==> config.mk <==
export PLATFORM = sky130hd
export DESIGN_NAME = ws_ring
export DESIGN_NICKNAME = d
export VERILOG_FILES = /design/src/rtl/ws_pkg.sv /design/src/rtl/ws_worker.sv /design/src/rtl/ws_arbiter.sv /design/src/rtl/ws_ring.sv
export SDC_FILE = /design/constraint.sdc
export NUM_CORES = 2
export LEC_CHECK = 0
export ABC_CLOCK_PERIOD_IN_PS = 6500
export CAP_MARGIN = 20
export CORE_MARGIN = 4
export CORE_UTILIZATION = 40
export DETAILED_ROUTE_END_ITERATION = 6
export GPL_ROUTABILITY_DRIVEN = 1
export PLACE_DENSITY = 0.55
export SKIP_CTS_REPAIR_TIMING = 1
export SYNTH_ARGS = -nofsm -noshare
export SYNTH_HDL_FRONTEND = slang
export SYNTH_HIERARCHICAL = 1
export SYNTH_SLANG_ARGS = --single-unit
export TNS_END_PERCENT = 50
==> constraint.sdc <==
create_clock -name clk -period 6.5 [get_ports clk]
set_input_delay 0.975 -clock clk [delete_from_list [all_inputs] [get_ports clk]]
set_output_delay 0.975 -clock clk [all_outputs]
set_load 0.005 [all_outputs]
==> src/rtl/ws_pkg.sv <==
package ws_pkg;
    localparam int unsigned ID_W      = 16;
    localparam int unsigned STK_DEPTH = 16;
    localparam int unsigned LVL_W     = $clog2(STK_DEPTH);
    localparam int unsigned IDX_W     = $clog2(STK_DEPTH);
    localparam int unsigned PTR_W     = $clog2(STK_DEPTH + 1);
    localparam int unsigned PKG_W     = LVL_W + ID_W;

    typedef struct packed {
        logic [LVL_W-1:0] lvl;
        logic [ID_W-1:0]  id;
    } pkg_t;

    typedef enum logic [1:0] {
        ST_IDLE = 2'd0,
        ST_RUN  = 2'd1,
        ST_DONE = 2'd2
    } ring_state_e;

    function automatic pkg_t child_of(pkg_t parent, logic odd);
        pkg_t c;
        c.lvl = parent.lvl - 1'b1;
        c.id  = {parent.id[ID_W-2:0], odd};
        return c;
    endfunction
endpackage

==> src/rtl/ws_worker.sv <==
module ws_worker
    import ws_pkg::*;
(
    input  logic             clk,
    input  logic             rst,
    input  logic             run_i,
    input  logic             load_i,
    input  logic             seed_i,
    input  pkg_t             load_pkg_i,
    input  logic [PTR_W-1:0] pred_bos_i,
    input  pkg_t             pred_bot_i,
    input  logic             pred_avail_i,
    input  logic             succ_take_i,
    output logic [PTR_W-1:0] bos_o,
    output pkg_t             bot_o,
    output logic             avail_o,
    output logic             take_o,
    output logic             empty_o,
    output logic             cons_vld_o,
    output pkg_t             cons_pkg_o
);
    pkg_t             mem [STK_DEPTH];
    logic [PTR_W-1:0] bos_q, tos_q;
    logic [PTR_W-1:0] fill;
    logic [IDX_W-1:0] top_idx;
    logic             expand;

    assign fill       = tos_q - bos_q;
    assign top_idx    = IDX_W'(tos_q - 1'b1);
    assign empty_o    = (tos_q == bos_q);
    assign cons_vld_o = run_i && !empty_o;
    assign cons_pkg_o = mem[top_idx];
    assign expand     = cons_vld_o && (cons_pkg_o.lvl != '0);
    assign bos_o      = bos_q;
    assign bot_o      = mem[bos_q[IDX_W-1:0]];
    // a lone package is being consumed by its owner, so it is not offered
    assign avail_o    = run_i && (fill >= PTR_W'(2));
    assign take_o     = run_i && empty_o && pred_avail_i;

    always_ff @(posedge clk) begin
        if (rst) begin
            bos_q <= '0;
            tos_q <= '0;
        end else if (load_i) begin
            bos_q <= '0;
            tos_q <= seed_i ? PTR_W'(1) : '0;
        end else begin
            if (cons_vld_o)
                tos_q <= expand ? tos_q + 1'b1 : tos_q - 1'b1;
            if (take_o) begin
                bos_q <= pred_bos_i;
                tos_q <= pred_bos_i + 1'b1;
            end
            if (succ_take_i)
                bos_q <= bos_q + 1'b1;
        end
    end

    always_ff @(posedge clk) begin
        if (load_i) begin
            if (seed_i)
                mem[0] <= load_pkg_i;
        end else begin
            if (expand) begin
                mem[top_idx]                   <= child_of(cons_pkg_o, 1'b0);
                mem[IDX_W'(top_idx + 1'b1)]    <= child_of(cons_pkg_o, 1'b1);
            end
            if (take_o)
                mem[pred_bos_i[IDX_W-1:0]] <= pred_bot_i;
        end
    end

    // pointers stay ordered and inside the stack
    a_r3_stack_bound: assert property (@(posedge clk) disable iff (rst)
        (tos_q <= PTR_W'(STK_DEPTH)) && (bos_q <= tos_q));
    // the successor only takes from this stack when two or more remain
    a_r5_single_kept: assert property (@(posedge clk) disable iff (rst)
        succ_take_i |-> (fill >= PTR_W'(2)));
    // a steal leaves exactly the stolen package at the victim's position
    a_r4_steal_lands: assert property (@(posedge clk) disable iff (rst)
        take_o |=> ((tos_q == bos_q + 1'b1) && (bos_q == $past(pred_bos_i))));
endmodule

==> src/rtl/ws_arbiter.sv <==
module ws_arbiter
    import ws_pkg::*;
#(
    parameter int unsigned N_WORKERS = 4,
    localparam int unsigned WID_W    = (N_WORKERS > 1) ? $clog2(N_WORKERS) : 1
)(
    input  logic [N_WORKERS-1:0] hit_i,
    input  logic [N_WORKERS-1:0] empty_i,
    input  pkg_t [N_WORKERS-1:0] pkgs_i,
    output logic                 any_hit_o,
    output logic                 all_empty_o,
    output logic [WID_W-1:0]     win_idx_o,
    output pkg_t                 win_pkg_o
);
    always_comb begin
        win_idx_o = '0;
        win_pkg_o = '0;
        for (int i = N_WORKERS - 1; i >= 0; i--) begin
            if (hit_i[i]) begin
                win_idx_o = WID_W'(i);
                win_pkg_o = pkgs_i[i];
            end
        end
    end

    assign any_hit_o   = |hit_i;
    assign all_empty_o = &empty_i;
endmodule

==> src/rtl/ws_ring.sv <==
module ws_ring
    import ws_pkg::*;
#(
    parameter int unsigned N_WORKERS = 4,
    localparam int unsigned WID_W    = (N_WORKERS > 1) ? $clog2(N_WORKERS) : 1
)(
    input  logic                         clk,
    input  logic                         rst,
    input  logic                         start_i,
    input  logic [LVL_W-1:0]             root_lvl_i,
    input  logic [ID_W-1:0]              root_id_i,
    input  logic [ID_W-1:0]              target_i,
    input  logic [ID_W-1:0]              mask_i,
    output logic                         busy_o,
    output logic                         done_o,
    output logic                         found_o,
    output logic [WID_W-1:0]             winner_o,
    output logic [LVL_W-1:0]             result_lvl_o,
    output logic [ID_W-1:0]              result_id_o,
    output logic [N_WORKERS-1:0]         cons_vld_o,
    output logic [N_WORKERS*PKG_W-1:0]   cons_flat_o
);
    ring_state_e      state_q;
    logic             run, load;
    logic             found_q;
    logic [WID_W-1:0] winner_q;
    pkg_t             result_q;
    pkg_t             root_pkg;

    logic [N_WORKERS-1:0] empty, avail, take, hit;
    logic [PTR_W-1:0]     bos   [N_WORKERS];
    pkg_t                 bot   [N_WORKERS];
    pkg_t [N_WORKERS-1:0] cons_pkg;

    logic             any_hit, all_empty;
    logic [WID_W-1:0] win_idx;
    pkg_t             win_pkg;

    assign run          = (state_q == ST_RUN);
    assign load         = start_i && !run;
    assign root_pkg.lvl = root_lvl_i;
    assign root_pkg.id  = root_id_i;

    for (genvar w = 0; w < N_WORKERS; w++) begin : g_wrk
        localparam int unsigned PRED = (w + N_WORKERS - 1) % N_WORKERS;
        localparam int unsigned SUCC = (w + 1) % N_WORKERS;

        ws_worker u_worker (
            .clk          (clk),
            .rst          (rst),
            .run_i        (run),
            .load_i       (load),
            .seed_i       (w == 0),
            .load_pkg_i   (root_pkg),
            .pred_bos_i   (bos[PRED]),
            .pred_bot_i   (bot[PRED]),
            .pred_avail_i (avail[PRED]),
            .succ_take_i  (take[SUCC]),
            .bos_o        (bos[w]),
            .bot_o        (bot[w]),
            .avail_o      (avail[w]),
            .take_o       (take[w]),
            .empty_o      (empty[w]),
            .cons_vld_o   (cons_vld_o[w]),
            .cons_pkg_o   (cons_pkg[w])
        );

        assign hit[w] = cons_vld_o[w] && (((cons_pkg[w].id ^ target_i) & mask_i) == '0);
        assign cons_flat_o[w*PKG_W +: PKG_W] = cons_pkg[w];
    end

    ws_arbiter #(.N_WORKERS(N_WORKERS)) u_arb (
        .hit_i       (hit),
        .empty_i     (empty),
        .pkgs_i      (cons_pkg),
        .any_hit_o   (any_hit),
        .all_empty_o (all_empty),
        .win_idx_o   (win_idx),
        .win_pkg_o   (win_pkg)
    );

    always_ff @(posedge clk) begin
        if (rst) begin
            state_q  <= ST_IDLE;
            found_q  <= 1'b0;
            winner_q <= '0;
            result_q <= '0;
        end else if (load) begin
            state_q  <= ST_RUN;
            found_q  <= 1'b0;
            winner_q <= '0;
            result_q <= '0;
        end else if (run) begin
            if (any_hit) begin
                state_q  <= ST_DONE;
                found_q  <= 1'b1;
                winner_q <= win_idx;
                result_q <= win_pkg;
            end else if (all_empty) begin
                state_q  <= ST_DONE;
            end
        end
    end

    assign busy_o       = run;
    assign done_o       = (state_q == ST_DONE);
    assign found_o      = found_q;
    assign winner_o     = winner_q;
    assign result_lvl_o = result_q.lvl;
    assign result_id_o  = result_q.id;

    // a drained ring finishes without a match
    a_r8_fail_done: assert property (@(posedge clk) disable iff (rst)
        (run && all_empty && !any_hit) |=> (done_o && !found_o));
    // a match finishes the search and records the arbitrated worker
    a_r9_hit_found: assert property (@(posedge clk) disable iff (rst)
        (run && any_hit) |=> (found_o && (winner_o == $past(win_idx))));
    // nothing is consumed once the search has finished
    a_r10_quiet_done: assert property (@(posedge clk) disable iff (rst)
        done_o |-> (cons_vld_o == '0));
    // a start pulse during a search does not end it
    a_r2_start_busy: assert property (@(posedge clk) disable iff (rst)
        (run && start_i && !any_hit && !all_empty) |=> busy_o);
endmodule

==> impl_metrics.env <==
export IMPL_cts_sinks=1361
export IMPL_ys_ff_latch=1361
export IMPL_synth_area_leaders="edfxtp_1, mux4_2, o22ai_1"
export IMPL_area_growth_pct=14.11
export IMPL_slew_headroom=0.2284
export IMPL_clk_latency_ns=0.84
export IMPL_yosysTopAreaCell="edfxtp_1"
export IMPL_power_frac_clock=0.274
export IMPL_dieArea_sq_um=202100
export IMPL_min_period_ns=6.056
export IMPL_crit_start="g_wrk[2].u_worker/tos_q[1]"
export IMPL_drv_cap=0
export IMPL_fin_crit_sh=0.9316
export IMPL_portBuffers=163
export IMPL_cpMaxStageDelayCell="ha_4"
export IMPL_grt_pass1_wl_um=470300
export IMPL_reg2reg_setup_slack_ns=0.45
export IMPL_yosys_warnings=6
export IMPL_nFillCells=17280
export IMPL_p_leak_nw=30.92
export IMPL_synth_area_sq_um=78010
export IMPL_grt_antenna_before_repair=15
export IMPL_crit_path_end="cons_flat_o[45]"
export IMPL_hp_class="flop to flop"
export IMPL_synth_top_cells_by_count="edfxtp_1, mux4_2, nor2_1, o22ai_1, nand2_1"
export IMPL_crit_fanout=37
export IMPL_layout_nets=6256
export IMPL_grt_pass1_vias=58900
export IMPL_p_sw_w=0.01315
export IMPL_regToRegStartpoint="g_wrk[3].u_worker/tos_q[0]"
export IMPL_drv_slew=0
export IMPL_start_kind="flop"
export IMPL_rsz0062_at_grt="no"
export IMPL_initialDrtViolationCount=9078
export IMPL_routed_wl_um=341600
export IMPL_track_usage=0.3295
export IMPL_layout_drive_gt1_share=0.2561
export IMPL_finalHoldViolations=0
export IMPL_die_y_um=449.6
export IMPL_synth_top_area_frac=0.4681
export IMPL_cp_cell_sequence="inv_1 -> ha_4 -> buf_4 -> mux4_2 -> nand2_1 -> nand2_1 -> o21ai_1 -> inv_1 -> buf_4 -> clkdlybuf4s50_1"
export IMPL_vias=61040
export IMPL_cts_root_buf="clkbuf_16"
export IMPL_clkSlewWorstSetupHoldPaths_ns=0.06
export IMPL_routedWlPerCell_um=38.72
export IMPL_start_util=0.4038
export IMPL_fmax_ghz=0.1651
export IMPL_gp_congestion=0.9523
export IMPL_p_int_w=0.01915
export IMPL_cts_buffer_depth=3
export IMPL_power_share_sequential=0.320
export IMPL_worst_ep_required_time_ns=5.52
export IMPL_status="complete, no violations"
export IMPL_cts_max_level=4
export IMPL_syn_avg_cell_area_sq_um=13.08
export IMPL_synth_edf_count=1216
export IMPL_yosysMostFrequentCell="edfxtp_1"
export IMPL_drc=0
export IMPL_synthArstFlopShare=0
export IMPL_grt_ovfl_total=0
export IMPL_final_setup_tns_ns=0
export IMPL_antenna_left=0
export IMPL_cts_tree="done"
export IMPL_dp_cells=8512
export IMPL_coreArea_sq_um=193200
export IMPL_instances_no_fill=8824
export IMPL_dp_slack_ns=0.7063
export IMPL_hpwl_um=229800
export IMPL_synth_cell_type_count=103
export IMPL_viasPerCell=6.917
export IMPL_end_kind="primary output"
export IMPL_yosysSeqAreaShare=0.5053
export IMPL_rows=161
export IMPL_cts_made_buffers=157
export IMPL_setup_slack_ns=0.4443
export IMPL_grt_max_degree=85
export IMPL_ir_drop_uv=269.1
export IMPL_p_per_area_nw_per_um2=362.8
export IMPL_syn_inst=5965
export IMPL_fin_skew_ns=0.03570
export IMPL_chipWidth_um=449.6
export IMPL_path_class="flop to primary output"
export IMPL_p_comb_frac=0.407
export IMPL_synth_ff_type="edfxtp_1"
export IMPL_arrival_ns=5.08
export IMPL_pin_count=164
export IMPL_worstMarginPinSlew_ns=1.156
export IMPL_setup_viol=0
export IMPL_reg2regPathDepth=13
export IMPL_switching_share=0.4071
export IMPL_timing_rr_end="g_wrk[3].u_worker/mem[13][4]"
export IMPL_first_pass_iters=7
export IMPL_crit_path_max_incr_delay_ns=0.76
## routing by layer
metal / vias to the layer above / track usage / routed length, um
li1: 24040 / - / -
met1: 31020 / 0.4161 / 120700
met2: 4832 / 0.4917 / 150100
met3: 1144 / 0.08574 / 40650
met4: 8 / 0.2396 / 30180
met5: - / 0 / 54
## state kept, by name, summed over array words and instances, names as in the netlist, named ones only
| signal | cells |
|---|---|
| result_lvl_o | 4 |
| g_wrk.u_worker/bos_o | 20 |
| found_o | 1 |
| state_q | 2 |
| g_wrk.u_worker/tos_q | 20 |
| winner_o | 2 |
| result_id_o | 16 |
| g_wrk.u_worker/mem | 1280 |
## cells in the final DEF, fill, tap and decap left out, types with 138 or more instances in the layout
cell type	netlist	routed
buf_4	24	372
clkdlybuf4s50_1	0	163
nand3_1	196	196
inv_1	140	140
clkbuf_16	0	163
o22ai_1	576	576
nand2_1	545	545
mux4_2	741	741
a21oi_1	138	138
nor2_1	699	696
edfxtp_1	1216	1216
## final cells by class
type	instances	area [sq um]	area share
antenna	27	67.56	0.0007590
clock buffer	210	4305	0.04837
clock inverter	72	674.4	0.007576
inverter	146	549.3	0.006171
multi-input combinational	3924	35860	0.4029
sequential	1361	39470	0.4434
tap	2526	3161	0.03551
timing repair buffer	558	4928	0.05537
## worst max-delay path: cells and delay by family, from the launching register on
| family | cells | cell delay [ns] |
|---|---|---|
| compound gates | 1 | 0.52 |
| fa+ha+maj | 1 | 0.76 |
| buf+inv | 5 | 1.89 |
| simple gates | 2 | 0.14 |
| flops | 1 | 0.54 |
| mux | 1 | 0.38 |
## how the worst min path moves through the flow
stage                                  from                      endpoint  slack [ns]  depth (start not counted)
2_1_floorplan  g_wrk[0].u_worker/mem[15][0]  g_wrk[0].u_worker/mem[15][0]        0.45                          2
3_3_place_gp    g_wrk[3].u_worker/mem[2][0]   g_wrk[3].u_worker/mem[2][0]        0.48                          2
3_5_place_dp   g_wrk[1].u_worker/mem[15][0]  g_wrk[1].u_worker/mem[15][0]        0.49                          2
4_1_cts        g_wrk[0].u_worker/mem[15][0]  g_wrk[0].u_worker/mem[15][0]        0.50                          2
5_1_grt        g_wrk[3].u_worker/mem[14][0]  g_wrk[3].u_worker/mem[14][0]        0.53                          2
6_report       g_wrk[2].u_worker/mem[14][0]  g_wrk[2].u_worker/mem[14][0]        0.50                          2
## kinds of logic after synthesis
group,after synthesis,share of synthesized area
AOI/OAI and AO/OA,1157,0.1009
DFF,1361,0.5053
adders and majority gates,53,0.008886
and+or+nand+nor,1667,0.09407
other,2,0.00009627
xor gates and xnor gates,125,0.01466
muxes,918,0.2381
buffers and inverters,682,0.03797
## power groups by stage
stage	clock network [W]	logic [W]	registers [W]
2_1_floorplan	0	0.00699	0.0103
3_3_place_gp	0	0.0126	0.0105
3_5_place_dp	0	0.0127	0.0105
4_1_cts	0.00892	0.0127	0.0103
5_1_grt	0.00928	0.0134	0.0104
6_report	0.00883	0.0131	0.0103
## per-stage QoR
step           power (W)  utilization  instance area, sq um  hold WS [ns]
3_3_place_gp     0.02310       0.4335                 83750        0.4766
5_1_grt          0.03306       0.4605                 88950        0.5331
6_report         0.03230       0.4608                 89010        0.5038
4_1_cts          0.03193       0.4601                 88880        0.4986
2_1_floorplan    0.01730            -                 78010        0.4464
3_5_place_dp     0.02315       0.4343                 83900        0.4879
Power figures use the tool's default switching activity.
